### src/rtl/permit_node_pkg.sv
package permit_node_pkg;
  typedef enum logic {
    ST_VETO = 1'b0,
    ST_PASS = 1'b1
  } permit_e;
endpackage

### src/rtl/word_screen.sv
module word_screen #(
  parameter int DATA_W = 16
) (
  input  logic              in_valid,
  input  logic              in_err,
  input  logic [DATA_W-1:0] in_data,
  input  logic [DATA_W-1:0] lim_lo,
  input  logic [DATA_W-1:0] lim_hi,
  output logic              word_ok,
  output logic              word_bad,
  output logic              req
);
  logic below, above;

  always_comb begin
    below    = in_data < lim_lo;
    above    = in_data > lim_hi;
    word_ok  = in_valid & ~in_err;
    word_bad = in_valid & in_err;
    req      = word_ok & (below | above);
  end
endmodule

### src/rtl/veto_latch.sv
module veto_latch
  import permit_node_pkg::*;
(
  input  logic    clk,
  input  logic    rst_n,
  input  logic    req,
  input  logic    rearm,
  output permit_e state_q
);
  permit_e state_d;
  logic    upd;

  always_comb begin
    upd     = req | rearm;
    state_d = state_q;
    if (req)        state_d = ST_VETO;
    else if (rearm) state_d = ST_PASS;
  end

  always_ff @(posedge clk or negedge rst_n) begin
    if (!rst_n)   state_q <= ST_PASS;
    else if (upd) state_q <= state_d;
  end

  AST_REQ_TRIPS: assert property (@(posedge clk) disable iff (!rst_n)
    req |=> state_q == ST_VETO);
  AST_VETO_HOLDS: assert property (@(posedge clk) disable iff (!rst_n)
    (state_q == ST_VETO && !rearm) |=> state_q == ST_VETO);
  AST_REARM_WINS: assert property (@(posedge clk) disable iff (!rst_n)
    (rearm && !req) |=> state_q == ST_PASS);
endmodule

### src/rtl/sat_counter.sv
module sat_counter #(
  parameter int CNT_W = 16
) (
  input  logic             clk,
  input  logic             rst_n,
  input  logic             inc,
  output logic [CNT_W-1:0] cnt_q
);
  localparam logic [CNT_W-1:0] TOP = '1;
  logic [CNT_W-1:0] cnt_d;
  logic             upd;

  always_comb begin
    upd   = inc && (cnt_q != TOP);
    cnt_d = cnt_q + 1'b1;
  end

  always_ff @(posedge clk or negedge rst_n) begin
    if (!rst_n)   cnt_q <= '0;
    else if (upd) cnt_q <= cnt_d;
  end

  AST_SAT_STAYS: assert property (@(posedge clk) disable iff (!rst_n)
    cnt_q == TOP |=> cnt_q == TOP);
  AST_IDLE_STABLE: assert property (@(posedge clk) disable iff (!rst_n)
    !inc |=> $stable(cnt_q));
endmodule

### src/rtl/frame_tracker.sv
module frame_tracker #(
  parameter int FRAME_WORDS = 32
) (
  input  logic                           clk,
  input  logic                           rst_n,
  input  logic                           step,
  output logic [$clog2(FRAME_WORDS)-1:0] pos_q
);
  localparam int IDX_W = $clog2(FRAME_WORDS);
  localparam logic [IDX_W-1:0] LAST = IDX_W'(FRAME_WORDS - 1);
  logic [IDX_W-1:0] pos_d;

  always_comb begin
    pos_d = (pos_q == LAST) ? '0 : pos_q + 1'b1;
  end

  always_ff @(posedge clk or negedge rst_n) begin
    if (!rst_n)    pos_q <= '0;
    else if (step) pos_q <= pos_d;
  end

  AST_POS_RANGE: assert property (@(posedge clk) disable iff (!rst_n)
    pos_q <= LAST);
  AST_POS_WRAP: assert property (@(posedge clk) disable iff (!rst_n)
    (step && pos_q == LAST) |=> pos_q == '0);
endmodule

### src/rtl/permit_node.sv
module permit_node
  import permit_node_pkg::*;
#(
  parameter int DATA_W      = 16,
  parameter int CNT_W       = 16,
  parameter int FRAME_WORDS = 32,
  localparam int IDX_W      = $clog2(FRAME_WORDS)
) (
  input  logic              clk,
  input  logic              rst_n,
  input  logic              rx_valid,
  input  logic [DATA_W-1:0] rx_data,
  input  logic              rx_err,
  input  logic [DATA_W-1:0] thr_lo,
  input  logic [DATA_W-1:0] thr_hi,
  input  logic              rearm,
  input  logic              go_in,
  input  logic              ret_in,
  output logic              go_out,
  output logic              ret_out,
  output logic              pass_o,
  output logic [IDX_W-1:0]  word_pos,
  output logic [CNT_W-1:0]  rej_cnt,
  output logic [CNT_W-1:0]  ilk_cnt
);
  logic    word_ok, word_bad, req;
  permit_e state_q;
  logic    closed;

  word_screen #(.DATA_W(DATA_W)) i_screen (
    .in_valid (rx_valid),
    .in_err   (rx_err),
    .in_data  (rx_data),
    .lim_lo   (thr_lo),
    .lim_hi   (thr_hi),
    .word_ok  (word_ok),
    .word_bad (word_bad),
    .req      (req)
  );

  veto_latch i_latch (
    .clk     (clk),
    .rst_n   (rst_n),
    .req     (req),
    .rearm   (rearm),
    .state_q (state_q)
  );

  sat_counter #(.CNT_W(CNT_W)) i_rej_cnt (
    .clk   (clk),
    .rst_n (rst_n),
    .inc   (word_bad),
    .cnt_q (rej_cnt)
  );

  sat_counter #(.CNT_W(CNT_W)) i_ilk_cnt (
    .clk   (clk),
    .rst_n (rst_n),
    .inc   (req),
    .cnt_q (ilk_cnt)
  );

  frame_tracker #(.FRAME_WORDS(FRAME_WORDS)) i_frame (
    .clk   (clk),
    .rst_n (rst_n),
    .step  (rx_valid),
    .pos_q (word_pos)
  );

  always_comb begin
    pass_o  = (state_q == ST_PASS);
    closed  = pass_o & ~req;
    go_out  = go_in  & closed;
    ret_out = ret_in & closed;
  end

  AST_LOOP_OPEN_IN_VETO: assert property (@(posedge clk) disable iff (!rst_n)
    !pass_o |-> (!go_out && !ret_out));
  AST_BAD_WORD_IGNORED: assert property (@(posedge clk) disable iff (!rst_n)
    (rx_valid && rx_err && pass_o && !rearm) |=> pass_o);
  AST_LOOP_FOLLOWS: assert property (@(posedge clk) disable iff (!rst_n)
    (pass_o && !rx_valid) |-> (go_out == go_in && ret_out == ret_in));
endmodule

### config.mk
export PLATFORM = sky130hd
export DESIGN_NAME = permit_node
export DESIGN_NICKNAME = d
export VERILOG_FILES = /design/src/rtl/permit_node_pkg.sv /design/src/rtl/word_screen.sv /design/src/rtl/veto_latch.sv /design/src/rtl/sat_counter.sv /design/src/rtl/frame_tracker.sv /design/src/rtl/permit_node.sv
export SDC_FILE = /design/constraint.sdc
export NUM_CORES = 1
export LEC_CHECK = 0
export ABC_AREA = 0
export BUFFER_PORTS_ARGS = -buffer_cell sky130_fd_sc_hd__buf_2
export CAP_MARGIN = 15
export CORE_ASPECT_RATIO = 0.7
export CORE_MARGIN = 3
export CORE_UTILIZATION = 45
export DETAILED_ROUTE_END_ITERATION = 8
export PLACE_DENSITY_LB_ADDON = 0.25
export SLEW_MARGIN = 0
export SYNTH_ARGS = -nofsm -noshare
export SYNTH_HDL_FRONTEND = slang
export SYNTH_SLANG_ARGS = --single-unit
### constraint.sdc
create_clock -name clk -period 7.77 [get_ports clk]
set_clock_uncertainty 0.05 [all_clocks]
set_input_delay 1.9425 -clock clk [delete_from_list [all_inputs] [get_ports clk]]
set_output_delay 1.9425 -clock clk [all_outputs]
set_load 0.05 [all_outputs]
* Word level (Yosys, flattened, before mapping)
Cells that the tools add are included.
Cells by class: add/sub/neg operators 3, order comparisons 2, equality and inequality tests 3, muxes and demuxes 3, bitwise gates (word level) 10, reduce and logical (&&, ||, !) cells 4
Operator list (count):
- 16-bit by 1-bit adder with 16-bit output (second input constant) | 2
- 16-bit inequality test (second input constant) | 2
- 16-bit greater-than comparator | 1
- 16-bit less-than comparator | 1
- 1-bit AND | 6
- 5-bit by 1-bit adder with 5-bit output (second input constant) | 1
- 5-bit == test (second input constant) | 1
- 5-bit two-way mux | 1
- 1-bit logical AND | 2
- 1-bit two-way mux | 2
- 1-bit inverter | 2
- 1-bit OR | 2
- 2-bit AND reduction | 1
- 2-bit nonzero test | 1
Storage, ports and cells: register bits after elaboration 38, input bits 55, word-level logic and storage cells 29

* Logic depth before layout (Yosys ltp)
Gate-level depths: netlist of run 1.
depth after elaboration 6, depth in mapped cells 10, depth with buffers taken out 9

* Modules after synthesis
From an unflattened synthesis of run 1, not the netlist that was laid out.
Unflattened totals: cell total of the unflattened synthesis 281, area, all modules 2815.2 µm²
By module, submodules not included:
- sat_counter | instances 2, cells each 72, area each 859.6 µm², sequential area each 400.4 µm²
- word_screen | instances 1, cells each 113, area each 794.5 µm², sequential area each 0.0 µm²
- frame_tracker | instances 1, cells each 20, area each 247.7 µm², sequential area each 125.1 µm²
- veto_latch | instances 1, cells each 2, area each 36.3 µm², sequential area each 26.3 µm²
- permit_node | instances 1, cells each 2, area each 17.5 µm², sequential area each 0.0 µm²

* Worst setup path before layout of run 1
Ideal clock, no wire load.
path type input-to-output, start point in thr_hi[1], end point out go_out, data arrival time 3.681 ns, data required time 5.778 ns, path slack 2.097 ns, stages on the path 8, buffers on the path 0, path through inv_1 > ha_1 > nor2b_1 > o211ai_1 > a21boi_2 > o41a_2 > nor2_1 > and3_1
On the way: cells in the longest elaborated chain, start to end 6
Ends and longest elaborated chain:
- start, declared | RTL line permit_node.sv:15 | input logic [DATA_W-1:0] thr_hi,
- 16-bit greater-than comparator | RTL line word_screen.sv:17 | above = in_data > lim_hi;
- 1-bit OR | RTL line word_screen.sv:20 | req = word_ok & (below | above);
- 1-bit AND | RTL line word_screen.sv:20
- 1-bit inverter | RTL line permit_node.sv:72 | closed = pass_o & ~req;
- 1-bit AND | RTL line permit_node.sv:72
- 1-bit AND | RTL line permit_node.sv:73 | go_out = go_in & closed;
- end, declared | RTL line permit_node.sv:19 | output logic go_out,
No other way between the ends.

* Worst setup path after layout of run 1
start point in thr_lo[9], end point out ret_out
On the way: cells in the longest elaborated chain, start to end 6
Ends and longest elaborated chain:
- start, declared | RTL line permit_node.sv:14 | input logic [DATA_W-1:0] thr_lo,
- 16-bit less-than comparator | RTL line word_screen.sv:16 | below = in_data < lim_lo;
- 1-bit OR | RTL line word_screen.sv:20
- 1-bit AND | RTL line word_screen.sv:20
- 1-bit inverter | RTL line permit_node.sv:72
- 1-bit AND | RTL line permit_node.sv:72
- 1-bit AND | RTL line permit_node.sv:74 | ret_out = ret_in & closed;
- end, declared | RTL line permit_node.sv:20 | output logic ret_out,
No other way between the ends.

==> results of run 1 <==
-- layout by cell type (no fill, tap or decap), types with 2 or more instances in the layout --
cell      instances
a21oi_1          12
a31oi_1           2
and3_1           10
and4_1            2
buf_2            94
clkbuf_8          6
dfrtp_1          37
ha_1             35
inv_1            36
mux2_2            4
mux2i_1           2
nand2_1          17
nand2b_1          4
nand3_1          14
nand4_1           9
nor2_1           16
nor3_1            4
nor3_2            4
nor3b_1           2
nor4_1            2
o21ai_0           6
or3_1             2
xnor2_1          13
xor2_1           13
-- worst max-delay path: cells and delay by family --
family,cells,cell delay (ns)
AND/OR/NAND/NOR,4,0.69
AO/OA/AOI/OAI,2,0.68
buffers and inverters,3,0.38
adder cells (fa/ha/maj),1,0.30
-- final cells by class --
type,instances,area (sq um),area share [%]
Multi-Input combinational cell,196,1505,46.34
Inverter,36,135.1,4.160
Tap cell,72,90.09,2.773
Clock buffer,6,82.58,2.542
Timing Repair Buffer,94,470.5,14.48
Sequential cell,38,952.2,29.31
Clock inverter,2,12.51,0.3852
-- flip-flops by register name, summed over array words and instances, names as in the netlist --
name and count:
i_rej_cnt.cnt_q 16, i_frame.pos_q 5, i_ilk_cnt.cnt_q 16, i_latch.state_q 1
-- final timing paths --
kind                       slack, ns           startpoint             endpoint  cells after the start
min reg2reg                     0.44  i_ilk_cnt.cnt_q[15]  i_ilk_cnt.cnt_q[15]                      1
min                             0.44  i_ilk_cnt.cnt_q[15]  i_ilk_cnt.cnt_q[15]                      1
max reg2reg                     5.59   i_ilk_cnt.cnt_q[6]   i_ilk_cnt.cnt_q[1]                      6
max in group asynchronous       5.44                rst_n   i_ilk_cnt.cnt_q[7]                      1
min in group asynchronous       1.70                rst_n     i_frame.pos_q[2]                      1
max                             1.78            thr_lo[9]              ret_out                     10
-- metal layers --
layer,share of wire (%),up-vias,GRT usage (%)
met5,0,-,0
met4,0.23,0,3.738
met3,6.7,2,4.724
met2,44,71,27.22
met1,49,1043,25.89
li1,-,1147,-
-- power by group --
group          switching, uW  internal, uW  total [uW]
Combinational            237          98.8         336
Sequential              53.7           240         294
Clock                   71.9          71.4         143
Total                    363           411         774
-- kinds of logic (layout without fill, tap and decap cells) --
group	Yosys count	after routing
xor gates and xnor gates	26	26
muxes	7	7
and+or+nand+nor	92	92
AOI/OAI and AO/OA	36	36
DFF	38	38
buffers and inverters	38	138
adders and majority gates	35	35
-- per-stage QoR --
step / setup WS [ns] / total power (uW) / cell area, sq um / hold slack, ns
after floorplan: 2.097 / 539.4 / 2608 / 0.5598
after global placement: 1.838 / 627.9 / 3153 / 0.4299
after detailed placement: 1.825 / 635.5 / 3153 / 0.4308
after CTS: 1.812 / 781.0 / 3248 / 0.4436
after global routing: 1.682 / 825.1 / 3248 / 0.4605
final: 1.777 / 773.5 / 3248 / 0.4366
==> results by stage, run 1 <==
Outcome:
- The flow ran to the end, and the final reports show no timing, DRC or antenna violations.

Clock tree:
- The number of buffers added by the clock tree synthesis step is 5.
- The H-tree was split into 2 levels.
- TritonCTS built the clock tree.
- The clock slew at the register clock pins of the worst setup and hold paths is 0.07 ns.
- The buffer depth of the longest clock path is 2.
- The hold-fix buffer count after cts is 0.
- The root buffer cell is clkbuf_8.
- The tree built by TritonCTS fans out to 38 sinks.
- The later pin in the worst-skew pair is clocked with a latency of 0.29 ns.
- The post-cts repair resize count is 0.
- After clock tree synthesis, the setup repair step added 0 buffers.

Synthesis:
- The share of synthesized area in the top cell type comes to 35.51%.
- After synthesis, the cell types taking the most area are dfrtp_1 36%, ha_1 17%, inv_1 5.2%.
- The number of distinct library cells after synthesis is 48.
- The share of the Yosys chip area taken by registers is 36.52%.
- The dominant combinational cell family by area after synthesis is simple AND/OR/NAND/NOR gates.
- In the synthesized netlist, the cells that appear most often are 37 x dfrtp_1, 36 x inv_1, 35 x ha_1, 17 x nand2_1, 16 x nor2_1.
- After synthesis, the share of flip-flops with an asynchronous set or reset is 100.0%.
- The fraction of the mapped netlist area in adder cells is 16.79%.
- In this run, synthesis inferred 0 flip-flops with an integrated enable.
- Summing every instance area after synthesis gives 2608 sq um.
- The most used standard cell by instance count after synthesis is dfrtp_1.
- The most used flip-flop cell after synthesis is dfrtp_1.
- The post-synthesis share of cell area spent on xor and xnor gates is 8.733%.
- The register bit count reported by yosys is 38.
- The count of mapped cells out of synthesis is 272.
- Synthesis produced a netlist with a net count of 362.
- The simple-gate share of the synthesized area is 19.82%.
- Summing the areas of all compound-gate instances in the mapped netlist gives 9.453% of the synthesized area.
- The synthesized design spends more area on one cell type than any other, namely dfrtp_1.
- For this run, the number of Yosys warnings is 0.
- The fraction of synthesized area in multiplexers is 2.927%.
- A synthesized cell averages 9.586 sq um.

Timing:
- The setup violation total in the final timing report is 0.
- The final max-slew violation count came to 0.
- The setup TNS is 0 ns.
- Based on the critical path, the design can be clocked at up to 0.1669 GHz.
- The hold violation total from the final report is 0.
- Of the available clock period, the critical path in the final layout requires 77.13%.
- The relative max-transition margin is 44.35%.
- Subtracting the final worst setup slack from the clock period gives 5.993 ns.
- The transition time at the pin with the least slew margin is 0.8348 ns.
- Setup repair after global routing left no endpoint under its margin.

Floorplanning:
- 95 I/O pins were placed.
- The die area is 6758 sq um.
- The row count is 22.
- The width of the chip is 96.98 um.
- The core outline area is 5423 sq um.
- The initial utilization of the core area, before any placement, comes to 48.08%.
- In this run the vertical extent of the chip is 69.69 um.

Route:
- The first TritonRoute pass finished after 4 iterations.
- After detailed routing, the number of vias per cell comes to 5.097.
- The number of remaining DRC errors is 0.
- After detailed routing, the average wire length per cell comes to 13.42 um.
- Once detail routing completed, the nets flagged for antenna violations numbered 0.
- The detailed-route wire length is 5.958 mm.
- The number of DRC violations after detailed-routing iteration 0 is 76.
- The routed via count is 2263.

Cells and area:
- The synthesis-to-layout area growth is 24.57%.
- The number of fill cells is 511.
- For this run, the number of standard cells in the final layout without fillers is 444.
- The post-layout net count is 461.
- At the end of the flow the core is filled with cells to 59.90%.
- The post-route netlist has 31.99% of its cells at a drive strength greater than 1.
- The number of antenna diodes in the final layout is 0.

Setup path:
- The delay of the slowest cell on the worst path is 0.43 ns.
- In this run the worst path has a maximum fanout of 3.
- The category of the worst setup path launch point is an input pin.
- The signal on the critical path passes through buf_2, inv_1, ha_1, nand4_1, a2111o_1, o32ai_1, nor2_1, nor2_1, and3_1, buf_2.
- The critical path required time is 5.78 ns.
- The critical path arrival is 4.00 ns.
- The worst setup path is of the in -> out kind.
- The sort of element at the end of the critical path is an output port.
- The slowest stage of the critical path is the a2111o_1 cell.

Place:
- Detailed placement ended at an HPWL of 4.888 mm.
- The final RePlAce weighted congestion is 0.8431.
- The instance count after placement with tap cells included is 436.
- The count of buffers added on input and output ports is 94.

Power:
- The total leakage power is 0.001799 uW.
- In this run the power density over the cells is 238.1 nW/um^2.
- The peak supply drop is 0.09850 mV.

GRT:
- After global routing the overflow that remains totals 0.
- The first global-routing pass estimated 10.07 mm of wire.
- The via count of the first global-routing pass was 2166.
- Entering global routing, the biggest net connects 39 pins.
- The number of antenna violations at the first check in global routing came to 0.
- The total track usage is 18.00%.

Min path:
- The type of the worst min-delay path is reg -> reg.

Flow run:
- The tool flagged a number of max-cap violations equal to 0.
Power figures use the tool's default switching activity.
==> run 2, diff against run 1 <==
--- a/config.mk
+++ b/config.mk
@@ -5,7 +5,7 @@
 export SDC_FILE = /design/constraint.sdc
 export NUM_CORES = 1
 export LEC_CHECK = 0
-export ABC_AREA = 0
+export ABC_AREA = 1
 export BUFFER_PORTS_ARGS = -buffer_cell sky130_fd_sc_hd__buf_2
 export CAP_MARGIN = 15
 export CORE_ASPECT_RATIO = 0.7
==> constraint.sdc (replaced) <==
create_clock -name clk -period 5.7 [get_ports clk]
set_clock_uncertainty 0.05 [all_clocks]
set_input_delay 1.425 -clock clk [delete_from_list [all_inputs] [get_ports clk]]
set_output_delay 1.425 -clock clk [all_outputs]
set_load 0.05 [all_outputs]
==> run 2 against run 1 <==
Net effect: first-iteration DRC count rose by 51%; sequential share of layout area fell by 3.2 points; global-route usage rose by 0.97 points; die area rose by 13%; register-to-register slack got worse by 2.1 ns; sequential power rose by 30%; hold slack improved by 0.030 ns; setup slack got worse by 0.78 ns.
==> results by stage, run 2 <==
GRT:
- The via count of the first global-routing pass came to 2643 (+22%).
- The total track usage was 18.97% (+0.97 points).
- The number of antenna violations at the first check in global routing is 0 (unchanged).
- The first-pass GRT wire length was 11.67 mm (+16%).
- The maximum number of pins on one net before global-route repair is 39 (unchanged).
- The overflow left after global routing is 0 (unchanged).

Route:
- The number of DRC violations after detailed-routing iteration 0 is 115 (+51%).
- The routed via count was 2820 (+25%).
- The number of vias per cell is 4.796 (-5.9%).
- The detailed-route wire length is 7.115 mm (+19%).
- The number of routed nets with antenna violations is 0 (unchanged).
- The first-pass iteration count of the detailed router came to 4 (unchanged).
- The average routed wire per standard cell came to 12.10 um (-9.8%).
- The number of remaining DRC errors is 0 (unchanged).

Clock tree:
- The clock slew at the register clock pins of the worst setup and hold paths is 0.08 ns (about the same).
- The tree is rooted in a clkbuf_8.
- The number of sinks driven by the clock tree was 38 (unchanged).
- The post-cts repair resize count is 0 (unchanged).
- The total setup buffers inserted after CTS is 0 (unchanged).
- The number of buffers added by the clock tree synthesis step was 5 (unchanged).
- TritonCTS built the clock tree.
- The hold-fix buffer count after cts is 0 (unchanged).
- The clock network latency to the later pin of the worst-skew pair is 0.30 ns (about the same).
- The number of H-tree levels was 2 (unchanged).
- The buffer depth of the longest clock path is 2 (unchanged).

Cells and area:
- The area growth from synthesis to layout is 22.24%.
- The fraction of the core area covered by cells at the end of the flow was 57.52% (-2.4 points).
- The fraction of layout cells with a size suffix above 1 came to 22.94% (-9.1 points).
- The final instance area is 3645 sq um (+12%).
- Leaving out fill and tap cells, the most frequent cells in the layout are 111 x nand2_1, 94 x buf_2, 65 x inv_1, 37 x dfrtp_1, 35 x ha_1.
- The antenna diode count is 0 (unchanged).
- The library cell used most frequently in the layout, excluding fill and tap cells, is nand2_1.
- The post-layout net count is 586 (+27%).
- The largest registers in the layout are i_ilk_cnt.cnt_q x16, i_rej_cnt.cnt_q x16, i_frame.pos_q x5.
- The number of fill cells is 626 (+23%).

Floorplanning:
- The I/O pin count is 95 (unchanged).
- The core outline area came to 6336 sq um (+17%).
- The width of the chip was 103.3 um (+6.5%).
- The die area is 7654 sq um (+13%).
- The initial core utilization is 47.06% (-1.0 points).
- The row count is 24 (+9.1%).
- The die height was 74.11 um (+6.3%).

Power:
- The switching component of the power is 475.6 uW (+31%).
- The power density over cell area was 286.3 nW/um^2 (+20%).
- The peak supply drop is 0.3175 mV (+220%).
- The net switching fraction of the power is 45.59% (-1.3 points).
- The internal power of the cells came to 567.7 uW (+38%).
- The sequential power share is 36.5% (-1.5 points).
- The part of the total power dissipated in combinational logic is 41.5% (-2.0 points).
- The share of power burned in the clock network is 22.0% (+3.5 points).
- The total leakage power was 0.002140 uW (+19%).

Synthesis:
- Yosys attributes the largest share of cell area to dfrtp_1 31%, ha_1 15%, nand2_1 14%.
- The portion of synthesized cell area occupied by the leading cell type came to 31.05% (-4.5 points).
- The number of distinct library cells after synthesis is 30 (-38%).
- The synthesized area divided by synthesized cell count came to 7.454 sq um (-22%).
- The post-synthesis net count is 490 (+35%).
- The combined area of all synthesized cells is 2982 sq um (+14%).
- The portion of the post-synthesis area used by sequential elements is 31.93% (-4.6 points).
- The number of enable-type register cells in the synthesized netlist was 0 (unchanged).
- In the synthesized netlist, the cells that appear most often are 111 x nand2_1, 65 x inv_1, 37 x dfrtp_1, 35 x ha_1, 28 x nor2_1.
- The count of mapped cells out of synthesis came to 400 (+47%).
- The predominant post-synthesis flop cell is dfrtp_1.
- The warning count from the yosys run is 0 (unchanged).
- nand2_1 is the most common cell in the netlist.
- The top cell type by total area after synthesis is dfrtp_1.
- The register bit count reported by yosys is 38 (unchanged).
- The share of flip-flops with an asynchronous set or reset is 100.0% (unchanged).

Timing:
- The fmax is 0.2126 GHz.
- The relative max-transition margin was 42.51% (-1.8 points).
- The hold violation total from the final report came to 0 (unchanged).
- The setup TNS is 0 ns (unchanged).
- The final max-slew violation count is 0 (unchanged).
- The setup violation total in the final timing report was 0 (unchanged).
- Setup repair after global routing left no endpoint under its margin.
- The transition time at the pin with the least slew margin is 0.8624 ns (+0.02757 ns).
- The share of the clock period used by the worst path after layout is 82.51%.
- For the finished layout, the period the worst path requires is 4.703 ns.

Flow run:
- The count of max-cap constraint violations is 0 (unchanged).

Setup path:
- The critical path arrival is 3.23 ns (-0.77 ns).
- The highest-delay cell along the critical path is ha_1.
- The cell family contributing the most delay on the critical path is simple AND/OR/NAND/NOR gates.
- The critical path goes through buf_2, ha_1, a21oi_1, nor2_1, nor2_1, nand2_1, nand2_1, nand2_1, nand2_1, nand2_2, nand2_1, nand2_1, nor2_1, buf_2.
- The register-to-register setup slack is 3.46 ns (-2.13 ns).
- The worst-path maximum fanout is 18 (+15).
- The sum of buffers and inverters on the critical path came to 2 (-1).
- The critical path is of the in -> out type.
- The sort of element at the end of the critical path is an output port.
- The delay of the slowest cell on the worst path is 0.30 ns (-0.13 ns).
- The critical path required time was 4.22 ns (-1.56 ns).
- The worst setup path is launched from an input pin.
- The dominant cell type by count on the critical path is nand2_1.

Place:
- The final RePlAce weighted congestion is 0.8434 (about the same).
- The half-perimeter wire length of the detailed placement result came to 5.658 mm (+16%).
- The standard cell area after detailed placement came to 3536 sq um (+12%).
- The number of buffer cells added on primary ports is 94 (unchanged).

Min path:
- In this run the worst hold path is classified as reg -> reg.

Outcome:
- The flow ran to the end, and the final reports show no timing, DRC or antenna violations.
-- run 2: cell count changes after synthesis, moves of 9 or more --
cell and change:
nor2_1 +12, nor3_1 +9, nand2_1 +94, nand4_1 +13, inv_1 +29, and3_1 -10
-- run 2: path summary, 6_finish.rpt --
check,startpoint,endpoint,cells past startpoint
setup / recovery,rx_data[5],ret_out,14
hold reg to reg,i_rej_cnt.cnt_q[10],i_rej_cnt.cnt_q[10],1
hold / removal,i_rej_cnt.cnt_q[10],i_rej_cnt.cnt_q[10],1
setup reg to reg,i_rej_cnt.cnt_q[0],i_rej_cnt.cnt_q[11],8
min in group asynchronous,rst_n,i_ilk_cnt.cnt_q[11],1
max in group asynchronous,rst_n,i_frame.pos_q[0],1
-- run 2: cell families (layout without fill, tap and decap cells) --
family,Yosys count,count (layout),synth area share (%)
DFF,38,38,31.93
AOI/OAI and AO/OA,25,25,4.448
xor gates and xnor gates,29,29,8.519
and+or+nand+nor,200,200,30.72
buffers and inverters,73,170,9.693
adders and majority gates,35,35,14.69
-- run 2: final cells by class --
cell class              instances  area [sq um]  share of cell area, %
flip-flops and latches         38         952.2                  26.12
clock buffers                   5         68.82                  1.888
well taps                      91         113.9                  3.124
clock inverters                 3         40.04                  1.099
inverters                      67         251.5                  6.900
repair buffers                 95         478.0                  13.11
multi-input cells             289          1740                  47.75
-- run 2: power groups by stage --
| stage | clock network (uW) | logic, uW | registers, uW |
|---|---|---|---|
| after floorplan | 0 | 151 | 547 |
| after global placement | 0 | 427 | 384 |
| after detailed placement | 0 | 436 | 385 |
| after CTS | 238 | 437 | 381 |
| after global routing | 247 | 472 | 389 |
| final | 230 | 433 | 381 |
-- run 2: worst reg2reg max path, cell delays in order (launching register included) --
cell,delay [ns]
dfrtp_1,0.42
ha_1,0.23
nand3_1,0.14
inv_1,0.08
nand4_1,0.09
nand3_1,0.37
nor2_1,0.41
nand3_1,0.17
xnor2_1,0.16
-- run 2: layer usage --
layer | part of all wire, % | GRT usage (%) | vias up
li1 | - | - | 1470
met5 | 0 | 0 | -
met2 | 44 | 30.14 | 90
met1 | 50 | 26.99 | 1258
met3 | 5.5 | 3.280 | 2
met4 | 0.27 | 4.741 | 0
-- run 2: stage by stage --
stage	power, uW	hold slack, ns	worst slack, ns	cells
finish	1043	0.4665	0.9971	588
global route	1108	0.4890	0.7833	588
CTS	1056	0.4708	0.9995	588
detailed placement	820.9	0.4511	1.004	580
global placement	811.1	0.4406	1.019	580
floorplan	698.4	0.5661	1.106	400
==> run 3, diff against run 2 <==
==> constraint.sdc (replaced) <==
create_clock -name clk -period 4.1 [get_ports clk]
set_clock_uncertainty 0.05 [all_clocks]
set_input_delay 1.025 -clock clk [delete_from_list [all_inputs] [get_ports clk]]
set_output_delay 1.025 -clock clk [all_outputs]
set_load 0.05 [all_outputs]
==> run 3 against run 2 <==
Net effect: via count down 1.1%; sequential share of layout area about the same; global-route usage down 0.063 points; clock-buffer cell count up 1; final cell count up 0.17%; first-iteration DRC count down 7.0%; largest cell class unchanged; highest routed layer unchanged.
==> results by stage, run 3 (synthesis results as in run 2) <==
Power:
- The power density over cell area is 387.0 nW/um^2 (+35%).
- The peak supply drop is 0.3532 mV (+11%).
- The total leakage power is 0.002134 uW (-0.29%).

Cells and area:
- The antenna diode count is 0 (unchanged).
- The post-layout net count is 587 (+0.17%).
- The largest registers in the layout are i_ilk_cnt.cnt_q x16, i_rej_cnt.cnt_q x16, i_frame.pos_q x5.
- The synthesis-to-layout area growth is 22.03%.
- The most common cell after layout, fill and taps aside is nand2_1.
- The flip-flop and latch area is 952.2 sq um (unchanged).
- The fraction of layout cells with a size suffix above 1 is 23.09% (+0.15 points).
- The number of fill cells is 620 (-0.96%).
- Leaving out fill and tap cells, the most frequent cells in the layout are 111 x nand2_1, 94 x buf_2, 65 x inv_1, 37 x dfrtp_1, 35 x ha_1.
- The area of combinational cells with multiple inputs came to 1740 sq um (unchanged).
- The count of non-filler cells in the finished layout is 589 (+0.17%).

Timing:
- The final critical path takes up 88.80% of the cycle.
- The hold violation total from the final report came to 0 (unchanged).
- The transition time at the pin with the least slew margin is 0.8513 ns (-0.01107 ns).
- The minimum clock period is 3.641 ns.
- The setup violation total in the final timing report was 0 (unchanged).
- Setup repair after global routing left no endpoint under its margin.
- The relative max-transition margin came to 43.25% (+0.74 points).
- The final max-slew violation count was 0 (unchanged).
- The setup TNS is 0 ns (unchanged).
- Derived from the worst setup path, the maximum achievable clock frequency is 0.2747 GHz.

Setup path:
- The worst setup path is captured at an output port.
- The category of the worst setup path launch point is an input pin.
- The register-to-register setup slack is 1.94 ns (-1.52 ns).
- The number of cells on the worst reg-to-reg path is 8 (unchanged).
- The critical path arrival is 2.57 ns (-0.66 ns).
- The worst register-to-register path ends at i_rej_cnt.cnt_q[11].
- The critical setup path kind is in -> out.
- The beginning of the critical path is rx_data[5].
- The startpoint of the lowest-slack register-to-register path is i_rej_cnt.cnt_q[0].
- The worst-path maximum fanout came to 3 (-15).
- Following the worst setup path forward leads to its endpoint at ret_out.
- The critical path required time was 3.02 ns (-1.20 ns).

Floorplanning:
- The die height is 74.11 um (unchanged).
- The width of the chip is 103.3 um (unchanged).
- The row count came to 24 (unchanged).
- The core outline area is 6336 sq um (unchanged).
- The I/O pin count is 95 (unchanged).
- The initial core utilization came to 47.06% (unchanged).
- The die area came to 7654 sq um (unchanged).

Place:
- The instance count after placement with tap cells included is 581 (+0.17%).
- The number of buffer cells added on primary ports is 94 (unchanged).
- The final RePlAce weighted congestion came to 0.8522 (+1.0%).
- The half-perimeter wire length of the detailed placement result was 5.606 mm (-0.93%).

Route:
- The first-pass iteration count of the detailed router is 4 (unchanged).
- The routed via count is 2789 (-1.1%).
- The number of remaining DRC errors is 0 (unchanged).
- The number of routed nets with antenna violations came to 0 (unchanged).
- The number of DRC violations after detailed-routing iteration 0 came to 107 (-7.0%).
- The number of vias per cell is 4.735 (-1.3%).
- The detailed-route wire length is 6.937 mm (-2.5%).
- The average routed wire per standard cell is 11.78 um (-2.7%).

Clock tree:
- The number of buffers added by the clock tree synthesis step came to 5 (unchanged).
- The number of sinks driven by the clock tree was 38 (unchanged).
- The post-cts repair resize count came to 0 (unchanged).
- TritonCTS built the clock tree.
- The root buffer cell is clkbuf_8.
- The number of H-tree levels is 2 (unchanged).
- The clock network latency to the later pin of the worst-skew pair came to 0.29 ns (about the same).
- The hold-fix buffer count after cts is 0 (unchanged).
- The total setup buffers inserted after CTS was 0 (unchanged).
- The clock slew at the register clock pins of the worst setup and hold paths is 0.08 ns (about the same).
- The buffer depth of the longest clock path is 2 (unchanged).

GRT:
- The via count of the first global-routing pass is 2567 (-2.9%).
- The number of antenna violations at the first check in global routing came to 0 (unchanged).
- The overflow left after global routing is 0 (unchanged).
- The total track usage is 18.91% (-0.063 points).
- The first-pass GRT wire length is 11.63 mm (-0.35%).
- The maximum number of pins on one net before global-route repair is 39 (unchanged).

Outcome:
- The flow ran to the end, and the final reports show no timing, DRC or antenna violations.

Min path:
- In this run the worst hold path is classified as reg -> reg.
- The worst hold path cell count is 1 (unchanged).

Flow run:
- The count of max-cap constraint violations came to 0 (unchanged).
[run 3: cell types whose count changed in the layout (fill, tap and decap cells not counted)]
cell / previous run / this run
clkinvlp_4: 0 / 1
clkbuf_8: 5 / 6
bufinv_16: 1 / 0
buf_4: 1 / 2
clkinv_2: 2 / 1
[run 3: final cells by class]
cell class | instances | share of cell area [%]
inverters | 67 | 6.912
multi-input cells | 289 | 47.83
repair buffers | 96 | 13.34
flip-flops and latches | 38 | 26.17
clock buffers | 6 | 2.270
clock inverters | 2 | 0.3439
well taps | 91 | 3.129
[run 3: worst min path at each step]
stage                        startpoint             endpoint  slack, ns
floorplan               i_latch.state_q      i_latch.state_q       0.57
global placement       i_frame.pos_q[4]     i_frame.pos_q[4]       0.44
detailed placement  i_rej_cnt.cnt_q[12]  i_rej_cnt.cnt_q[12]       0.45
CTS                 i_rej_cnt.cnt_q[12]  i_rej_cnt.cnt_q[12]       0.47
global route         i_rej_cnt.cnt_q[0]   i_rej_cnt.cnt_q[0]       0.49
finish              i_rej_cnt.cnt_q[12]  i_rej_cnt.cnt_q[12]       0.46
[run 3: where the power goes]
group | switching, uW | internal (uW) | total [uW]
combinational | 436 | 168 | 604
sequential | 84.3 | 444 | 528
clock | 141 | 135 | 276
total | 661 | 747 | 1410
[run 3: per-layer routing]
layer	global-route usage, %	up-vias	part of all wire [%]
li1	-	1486	-
met1	27.26	1239	51
met2	29.92	60	43
met4	4.023	0	0.58
met5	0	-	0
met3	3.280	4	5.2
[run 3: stage by stage]
step	hold slack (ns)	power [uW]	area [sq um]	setup WS, ns	utilization (%)
after global placement	0.4405	1130	3543	0.4744	55.92
after global routing	0.4906	1501	3638	0.2583	57.43
after detailed placement	0.4529	1142	3543	0.4615	55.92
after CTS	0.4691	1425	3638	0.4606	57.43
final	0.4638	1408	3638	0.4594	57.43
after floorplan	0.5661	971.0	2982	0.3061	-
[run 3: critical path, cell delays in order]
cell     delay, ns
buf_2         0.11
ha_1          0.30
a21oi_1       0.18
nor2_1        0.06
nor2_1        0.08
nand2_1       0.06
nand2_1       0.07
nand2_1       0.05
nand2_1       0.06
nand2_2       0.06
nand2_1       0.07
nand2_1       0.09
nor2_1        0.08
buf_2         0.26
